**config.mk**
```make
export PLATFORM = sky130hd
export DESIGN_NAME = sbdp_bus_datapath
export DESIGN_NICKNAME = d
export VERILOG_FILES = /design/src/rtl/sbdp_pkg.sv /design/src/rtl/sbdp_regfile.sv /design/src/rtl/sbdp_ext.sv /design/src/rtl/sbdp_alu.sv /design/src/rtl/sbdp_bus_datapath.sv
export SDC_FILE = /design/constraint.sdc
export NUM_CORES = 2
export LEC_CHECK = 0
export ABC_CLOCK_PERIOD_IN_PS = 7800
export BUFFER_PORTS_ARGS = -buffer_cell sky130_fd_sc_hd__buf_4
export CAP_MARGIN = 30
export CORE_MARGIN = 2
export CORE_UTILIZATION = 55
export CTS_CLUSTER_SIZE = 20
export DETAILED_ROUTE_END_ITERATION = 8
export PLACE_DENSITY = 0.71
export RECOVER_POWER = 25
export SLEW_MARGIN = 10
export SYNTH_ARGS = -nofsm -noshare
export SYNTH_HDL_FRONTEND = slang
export SYNTH_SLANG_ARGS = --single-unit
```
**constraint.sdc**
```tcl
create_clock -name clk -period 7.8 [get_ports clk]
set_clock_uncertainty 0.15 [all_clocks]
set_input_delay 1.95 -clock clk [delete_from_list [all_inputs] [get_ports clk]]
set_output_delay 1.95 -clock clk [all_outputs]
set_load 0.01 [all_outputs]
```
**src/rtl/sbdp_pkg.sv**
```systemverilog
`timescale 1ns/1ps
package sbdp_pkg;
  localparam int XLEN = 32;

  typedef enum logic [2:0] {
    RSEL_RS   = 3'd0,
    RSEL_RT   = 3'd1,
    RSEL_RD   = 3'd2,
    RSEL_LINK = 3'd3,
    RSEL_PC   = 3'd4
  } rsel_e;

  typedef enum logic [1:0] {
    EXT_SEXT   = 2'd0,
    EXT_ZEXT   = 2'd1,
    EXT_SEXT_2 = 2'd2,
    EXT_JUMP   = 2'd3
  } ext_e;

  typedef enum logic [1:0] {
    ALU_INC4 = 2'd0,
    ALU_ADD  = 2'd1,
    ALU_FUNC = 2'd2,
    ALU_JTGT = 2'd3
  } alu_e;

  typedef enum logic [2:0] {
    FN_ADD = 3'd0,
    FN_SUB = 3'd1,
    FN_AND = 3'd2,
    FN_OR  = 3'd3,
    FN_XOR = 3'd4,
    FN_SLT = 3'd5,
    FN_SLL = 3'd6,
    FN_SRL = 3'd7
  } fn_e;
endpackage

```
**src/rtl/sbdp_regfile.sv**
```systemverilog
`timescale 1ns/1ps
module sbdp_regfile #(
  parameter int W    = 32,
  parameter int NGPR = 32,
  localparam int NENT = NGPR + 1,
  localparam int IW   = $clog2(NENT)
) (
  input  logic          clk,
  input  logic          rst_n,
  input  logic [IW-1:0] idx,
  input  logic          we,
  input  logic [W-1:0]  wdata,
  output logic [W-1:0]  rdata
);
  logic [W-1:0] st [1:NENT-1];

  always_ff @(posedge clk or negedge rst_n) begin
    if (!rst_n) begin
      for (int i = 1; i < NENT; i++) st[i] <= '0;
    end else if (we && idx != '0 && int'(idx) < NENT) begin
      st[idx] <= wdata;
    end
  end

  always_comb begin
    if (idx == '0 || int'(idx) >= NENT) rdata = '0;
    else                                rdata = st[idx];
  end

  // a write lands in the addressed entry
  p_write_lands_r3: assert property (@(posedge clk) disable iff (!rst_n)
    (we && idx != '0 && int'(idx) < NENT) |=> (st[$past(idx)] == $past(wdata)));
endmodule

```
**src/rtl/sbdp_ext.sv**
```systemverilog
`timescale 1ns/1ps
module sbdp_ext
  import sbdp_pkg::*;
#(
  parameter int W    = 32,
  parameter int IMMW = 16,
  parameter int JW   = 26
) (
  input  logic [JW-1:0] fld,
  input  ext_e          mode,
  output logic [W-1:0]  y
);
  logic [IMMW-1:0] imm;
  logic [W-1:0]    sx;

  assign imm = fld[IMMW-1:0];
  assign sx  = {{(W-IMMW){imm[IMMW-1]}}, imm};

  always_comb begin
    unique case (mode)
      EXT_SEXT:   y = sx;
      EXT_ZEXT:   y = {{(W-IMMW){1'b0}}, imm};
      EXT_SEXT_2: y = {sx[W-3:0], 2'b00};
      default:    y = {{(W-JW){1'b0}}, fld};
    endcase
  end
endmodule

```
**src/rtl/sbdp_alu.sv**
```systemverilog
`timescale 1ns/1ps
module sbdp_alu
  import sbdp_pkg::*;
#(
  parameter int W  = 32,
  parameter int JW = 26,
  localparam int SHW = $clog2(W)
) (
  input  logic [W-1:0] a,
  input  logic [W-1:0] b,
  input  alu_e         mode,
  input  fn_e          fn,
  output logic [W-1:0] y
);
  logic [W-1:0] fres;

  always_comb begin
    unique case (fn)
      FN_ADD:  fres = a + b;
      FN_SUB:  fres = a - b;
      FN_AND:  fres = a & b;
      FN_OR:   fres = a | b;
      FN_XOR:  fres = a ^ b;
      FN_SLT:  fres = {{(W-1){1'b0}}, ($signed(a) < $signed(b))};
      FN_SLL:  fres = a << b[SHW-1:0];
      default: fres = a >> b[SHW-1:0];
    endcase
  end

  always_comb begin
    unique case (mode)
      ALU_INC4: y = a + W'(4);
      ALU_ADD:  y = a + b;
      ALU_FUNC: y = fres;
      default:  y = {a[W-1:JW+2], b[JW-1:0], 2'b00};
    endcase
  end
endmodule

```
**src/rtl/sbdp_bus_datapath.sv**
```systemverilog
`timescale 1ns/1ps
module sbdp_bus_datapath
  import sbdp_pkg::*;
#(
  parameter int W    = XLEN,
  parameter int NGPR = 32,
  parameter int OPW  = 6,
  parameter int RFW  = 5,
  parameter int IMMW = 16,
  parameter int JW   = 26
) (
  input  logic          clk,
  input  logic          rst_n,
  input  logic [2:0]    reg_sel,
  input  logic          rf_we,
  input  logic          en_reg,
  input  logic          en_imm,
  input  logic          en_alu,
  input  logic          en_mem,
  input  logic          ld_ir,
  input  logic          ld_a,
  input  logic          ld_b,
  input  logic          ld_ma,
  input  logic [1:0]    ext_mode,
  input  logic [1:0]    alu_mode,
  input  logic [W-1:0]  mem_rdata,
  output logic [OPW-1:0] opcode,
  output logic          a_zero,
  output logic [W-1:0]  mem_addr,
  output logic [W-1:0]  bus_out
);
  localparam int NENT  = NGPR + 1;
  localparam int IW    = $clog2(NENT);
  localparam int RS_LO = W - OPW - RFW;
  localparam int RT_LO = RS_LO - RFW;
  localparam int RD_LO = RT_LO - RFW;
  localparam logic [IW-1:0] LINK_IDX = IW'(NGPR - 1);
  localparam logic [IW-1:0] PC_IDX   = IW'(NGPR);

  logic [W-1:0] ir_q, a_q, b_q, ma_q;
  logic [W-1:0] rf_rd, ext_y, alu_y, bus;
  logic [IW-1:0] rf_idx;

  always_comb begin
    unique case (rsel_e'(reg_sel))
      RSEL_RS:   rf_idx = IW'(ir_q[RS_LO +: RFW]);
      RSEL_RT:   rf_idx = IW'(ir_q[RT_LO +: RFW]);
      RSEL_RD:   rf_idx = IW'(ir_q[RD_LO +: RFW]);
      RSEL_LINK: rf_idx = LINK_IDX;
      RSEL_PC:   rf_idx = PC_IDX;
      default:   rf_idx = '0;
    endcase
  end

  sbdp_regfile #(.W(W), .NGPR(NGPR)) u_rf (
    .clk(clk), .rst_n(rst_n), .idx(rf_idx),
    .we(rf_we), .wdata(bus), .rdata(rf_rd)
  );

  sbdp_ext #(.W(W), .IMMW(IMMW), .JW(JW)) u_ext (
    .fld(ir_q[JW-1:0]), .mode(ext_e'(ext_mode)), .y(ext_y)
  );

  sbdp_alu #(.W(W), .JW(JW)) u_alu (
    .a(a_q), .b(b_q), .mode(alu_e'(alu_mode)),
    .fn(fn_e'(ir_q[2:0])), .y(alu_y)
  );

  // Shared bus: AND-OR of the source enables
  always_comb begin
    bus = ({W{en_reg}} & rf_rd) | ({W{en_imm}} & ext_y)
        | ({W{en_alu}} & alu_y) | ({W{en_mem}} & mem_rdata);
  end
  assign bus_out = bus;

  always_ff @(posedge clk or negedge rst_n) begin
    if (!rst_n) begin
      ir_q <= '0;
      a_q  <= '0;
      b_q  <= '0;
      ma_q <= '0;
    end else begin
      if (ld_ir) ir_q <= bus;
      if (ld_a)  a_q  <= bus;
      if (ld_b)  b_q  <= bus;
      if (ld_ma) ma_q <= bus;
    end
  end

  assign opcode   = ir_q[W-1 -: OPW];
  assign a_zero   = (a_q == '0);
  assign mem_addr = ma_q;

  // one bus driver at most
  p_one_driver_r2: assert property (@(posedge clk) disable iff (!rst_n)
    $countones({en_reg, en_imm, en_alu, en_mem}) <= 1);
  // entry zero never reaches the bus as nonzero
  p_r0_reads_zero_r4: assert property (@(posedge clk) disable iff (!rst_n)
    (en_reg && !en_imm && !en_alu && !en_mem && rf_idx == '0) |-> (bus_out == '0));
  // address register follows the bus on load
  p_ma_capture_r5: assert property (@(posedge clk) disable iff (!rst_n)
    ld_ma |=> (mem_addr == $past(bus_out)));
  // opcode holds without an instruction load
  p_ir_hold_r5: assert property (@(posedge clk) disable iff (!rst_n)
    !ld_ir |=> $stable(opcode));
  // loading zero into A raises the flag
  p_zero_flag_r10: assert property (@(posedge clk) disable iff (!rst_n)
    (ld_a && bus_out == '0) |=> a_zero);
endmodule

```
==> qor.csv <==
stage,metric,value,unit
sta,Setup TNS Final,-0.204,ns
die,Ports,121,
power,power share of the combinational group,43.2,%
grt,first-pass GRT wire length,404,mm
outcome,failing checks,"max-capacitance violations, max-slew violations, negative setup slack",
power,clock share of power,20.2,%
grt,largest net degree at the start of global routing,158,
worst_setup_path,"Max FO, Critical Path",25,
die,Die Ht,342,µm
sta,RSZ-0062 raised after global routing,no,
synthesis,gate count of the mapped netlist,7252,
finish,Layout Utilization,61.9,%
drt,DRC,0,
cts,CTS tree,built,
cts,cts hold-fix bufs,0,
sta,Final Setup Violations,3,
grt,antenna violations before repair,13,
place,GP Congestion,1.06,
worst_setup_path,Most common cell on crit path,buf_4,
worst_setup_path,CP arrival,5.85,ns
hold_path,HP Class,reg -> reg,
finish,layout cell share with drive strength beyond 1,12.8,%
power,Flop pwr share,36.7,%
sta,Worst Tran Pin Value,5.22,ns
worst_setup_path,"Cell Chain, Critical Path","buf_4, mux2i_1, a211o_4, nand2_1, o22ai_1, a21oi_1, a21oi_1, buf_4, nor3_1, a211oi_4, inv_1, buf_4",
synthesis,area fraction of the dominant cell type after synthesis,46.0,%
drt,routed vias/inst,6.89,
synthesis,Area contributors post-synth,"dfrtp_1 (46%), a21oi_1 (10%), nor2_1 (8.0%)",
hold_path,hold path depth,2,
die,Initial Util,55.5,%
finish,Nets,7317,
synthesis,Syn Area/Cell,8.64,µm²
cts,Post-CTS Setup Inserts,0,
synthesis,post-synth cell types,104,
worst_setup_path,FF-to-FF setup slack,2.06,ns
power,Power Dens Cells,409,nW/µm²
synthesis,"Seq/Total Area, Yosys",46.0,%
die,core area,113000,µm²
power,Tot Pwr,28.6,mW
sta,pins over their slew limit,100,
drt,Routed Antenna Nets,0,
sta,Final WS setup,-0.148,ns
drt,Initial DRT Pass Iterations,9,
grt,GRT Resource Usage Total,47.6,%
cts,root buf cell,clkbuf_16,
worst_setup_path,Critical Path Max Stage Delay,0.65,ns
hold_path,WHS Endpoint,u_rf.st[5],
worst_setup_path,cell family with most CP delay,compound AO/OA/AOI/OAI gates,
worst_setup_path,RR Endpoint,u_rf.st[277],
synthesis,Post-synth EDFFs,0,
die,Die Area,117000,µm²
job,Max Cap Viol,1,
sta,slew margin rel.,-248,%
power,net switching power figure,12.1,mW
sta,final cycle utilization of the critical path,102,%
drt,routed length per instance,31.9,µm
worst_setup_path,launching element type of the critical path,primary input,
synthesis,largest area contributor in the netlist,dfrtp_1,
cts,worst skew pair latency,0.73,ns
synthesis,yosys warns,0,
power,P_leak,29.8,nW
place,DP Worst Slack,0.0412,ns
place,DP HPWL,188,mm
worst_setup_path,Setup crit end kind,primary output,
worst_setup_path,required time of the critical path,5.70,ns
synthesis,Seq cells post-synth,1152,
worst_setup_path,R2R Path Start,b_q[8],
cts,H-tree depth,3,
worst_setup_path,Buf/Inv on CP,4,
grt,number of global-route vias before repair,56800,
worst_setup_path,critical path class,in -> out,
worst_setup_path,reg2reg path depth,13,
sta,min cycle time layout,7.95,ns
synthesis,Post-Syn Nets,7420,
cts,CTS resizes,0,
drt,DRT iter0 DRCs,9330,
power,Switching Fraction,42.4,%
drt,Vias,60200,
grt,total gr overflow,0,
finish,area delta synth->final,11.5,%
synthesis,Post-Syn Area,62700,µm²
die,die boundary width,342,µm
die,row cnt,123,
cts,total CTS buffers,113,
synthesis,async set-reset flop share out of synthesis,100,%
hold_path,hold wc startpoint,u_rf.st[5],
finish,fillcell total,9629,
cts,Clock Tree Buf Depth,3,
power,maximum vdd drop,0.000259,V
outcome,status,"complete, but fails checks",
worst_setup_path,crit path max-delay cell type,nand2_1,
cts,clock-pin slew on the worst setup and hold paths,0.06,ns
sta,final hold vios,0,
sta,Fmax,0.126,GHz
place,IO Port Bufs,120,
power,Pint,16.4,mW
cts,# clock sinks,1152,
synthesis,Main synth FF type,dfrtp_1,
drt,drt total wl,279,mm
[worst max path at each step]
stage / start / end / slack (ns) / cells after the start
2_1_floorplan: reg_sel[0] / bus_out[15] / 1.08 / 12
3_3_place_gp: reg_sel[1] / bus_out[8] / 0.13 / 13
3_5_place_dp: reg_sel[0] / bus_out[17] / 0.04 / 12
4_1_cts: reg_sel[0] / bus_out[20] / 0.04 / 11
5_1_grt: reg_sel[0] / bus_out[17] / 0.009 / 12
6_report: reg_sel[0] / bus_out[17] / -0.15 / 12
[sequential cells by signal, summed over array words and instances, names as in the netlist]
name and flops:
a_q 32, b_q 32, u_rf.st 1024, ir_q 32, mem_addr 32
[placed cells by master (no fill, tap or decap), types with 29 or more instances in the layout]
cell       netlist  routed
a211oi_1        76      75
inv_1          153     153
mux4_2          52      52
nor2_4           0      29
a22oi_1         41      41
a31oi_1        128     128
a21oi_1       1308    1307
mux2_2          98      98
a2111oi_0       31      31
clkbuf_1       381      34
clkbuf_16        0     116
nand3_1        220     220
o22ai_1        105     105
nor3_1          72      68
dfrtp_1       1152    1148
mux2i_1        119     119
xnor2_1         57      57
nand4_1         33      33
o211ai_1        59      59
buf_12           0      41
o221ai_1        75      74
nand2_1        593     592
a221oi_1        29      29
nor2_1        1334    1302
o21ai_0        227     225
o31ai_1         31      30
ha_1           116     116
buf_4           56     416
[routing by layer]
metal,share of wire (%),global-route usage (%),vias up
li1,-,-,25400
met1,35,59.9,29100
met2,43,69.2,4494
met3,13,14.3,1173
met4,9.2,35.9,10
met5,0.020,0,-
[metrics by stage]
stage / hold WS [ns] / area, µm² / std cells
2_1_floorplan: 0.292 / 62700 / 7252
6_report: 0.326 / 69800 / 8746
4_1_cts: 0.326 / 69700 / 8733
5_1_grt: 0.359 / 69800 / 8738
3_3_place_gp: 0.308 / 65800 / 8524
3_5_place_dp: 0.313 / 65900 / 8530
[power by group through the flow]
| stage | logic, mW | registers, mW | clock network, mW |
|---|---|---|---|
| global route | 13.1 | 10.7 | 6.00 |
| CTS | 11.9 | 10.4 | 5.76 |
| detailed placement | 11.8 | 10.4 | 0 |
| finish | 12.3 | 10.5 | 5.76 |
| floorplan | 7.78 | 9.96 | 0 |
| global placement | 11.7 | 10.4 | 0 |
[cells by family after synthesis]
kind of cell,synth area share [%]
DFF,46.0
buffers and inverters,5.99
AOI/OAI and AO/OA,23.1
adders and majority gates,2.38
xor gates and xnor gates,0.825
and+or+nand+nor,16.1
muxes,5.58
[layout make-up]
class / count / area [µm²] / share of cell area [%]
diodes: 9 / 22.5 / 0.0323
well taps: 1500 / 1880 / 2.69
flip-flops and latches: 1152 / 28800 / 41.3
clock inverters: 32 / 508 / 0.727
repair buffers: 473 / 4140 / 5.93
multi-input cells: 5248 / 30500 / 43.7
clock buffers: 171 / 3330 / 4.77
inverters: 161 / 604 / 0.865
[synth_stat cells (all sizes together) (41+ instances only)]
cell type     n
a211oi       85
a21oi      1309
a22oi        41
a31oi       133
buf         310
clkbuf      381
dfrtp      1152
ha          116
inv         159
mux2         98
mux2i       121
mux4         52
nand2       595
nand3       221
nor2       1334
nor3         79
o211ai       59
o21ai       234
o221ai       76
o22ai       105
xnor2        57
[worst min-delay path, stage by stage, from the launching register on]
cell and delay [ns]:
dfrtp_1 0.34, nand2_1 0.04, o21ai_0 0.06
No activity file was read; power rests on OpenSTA's default activity.
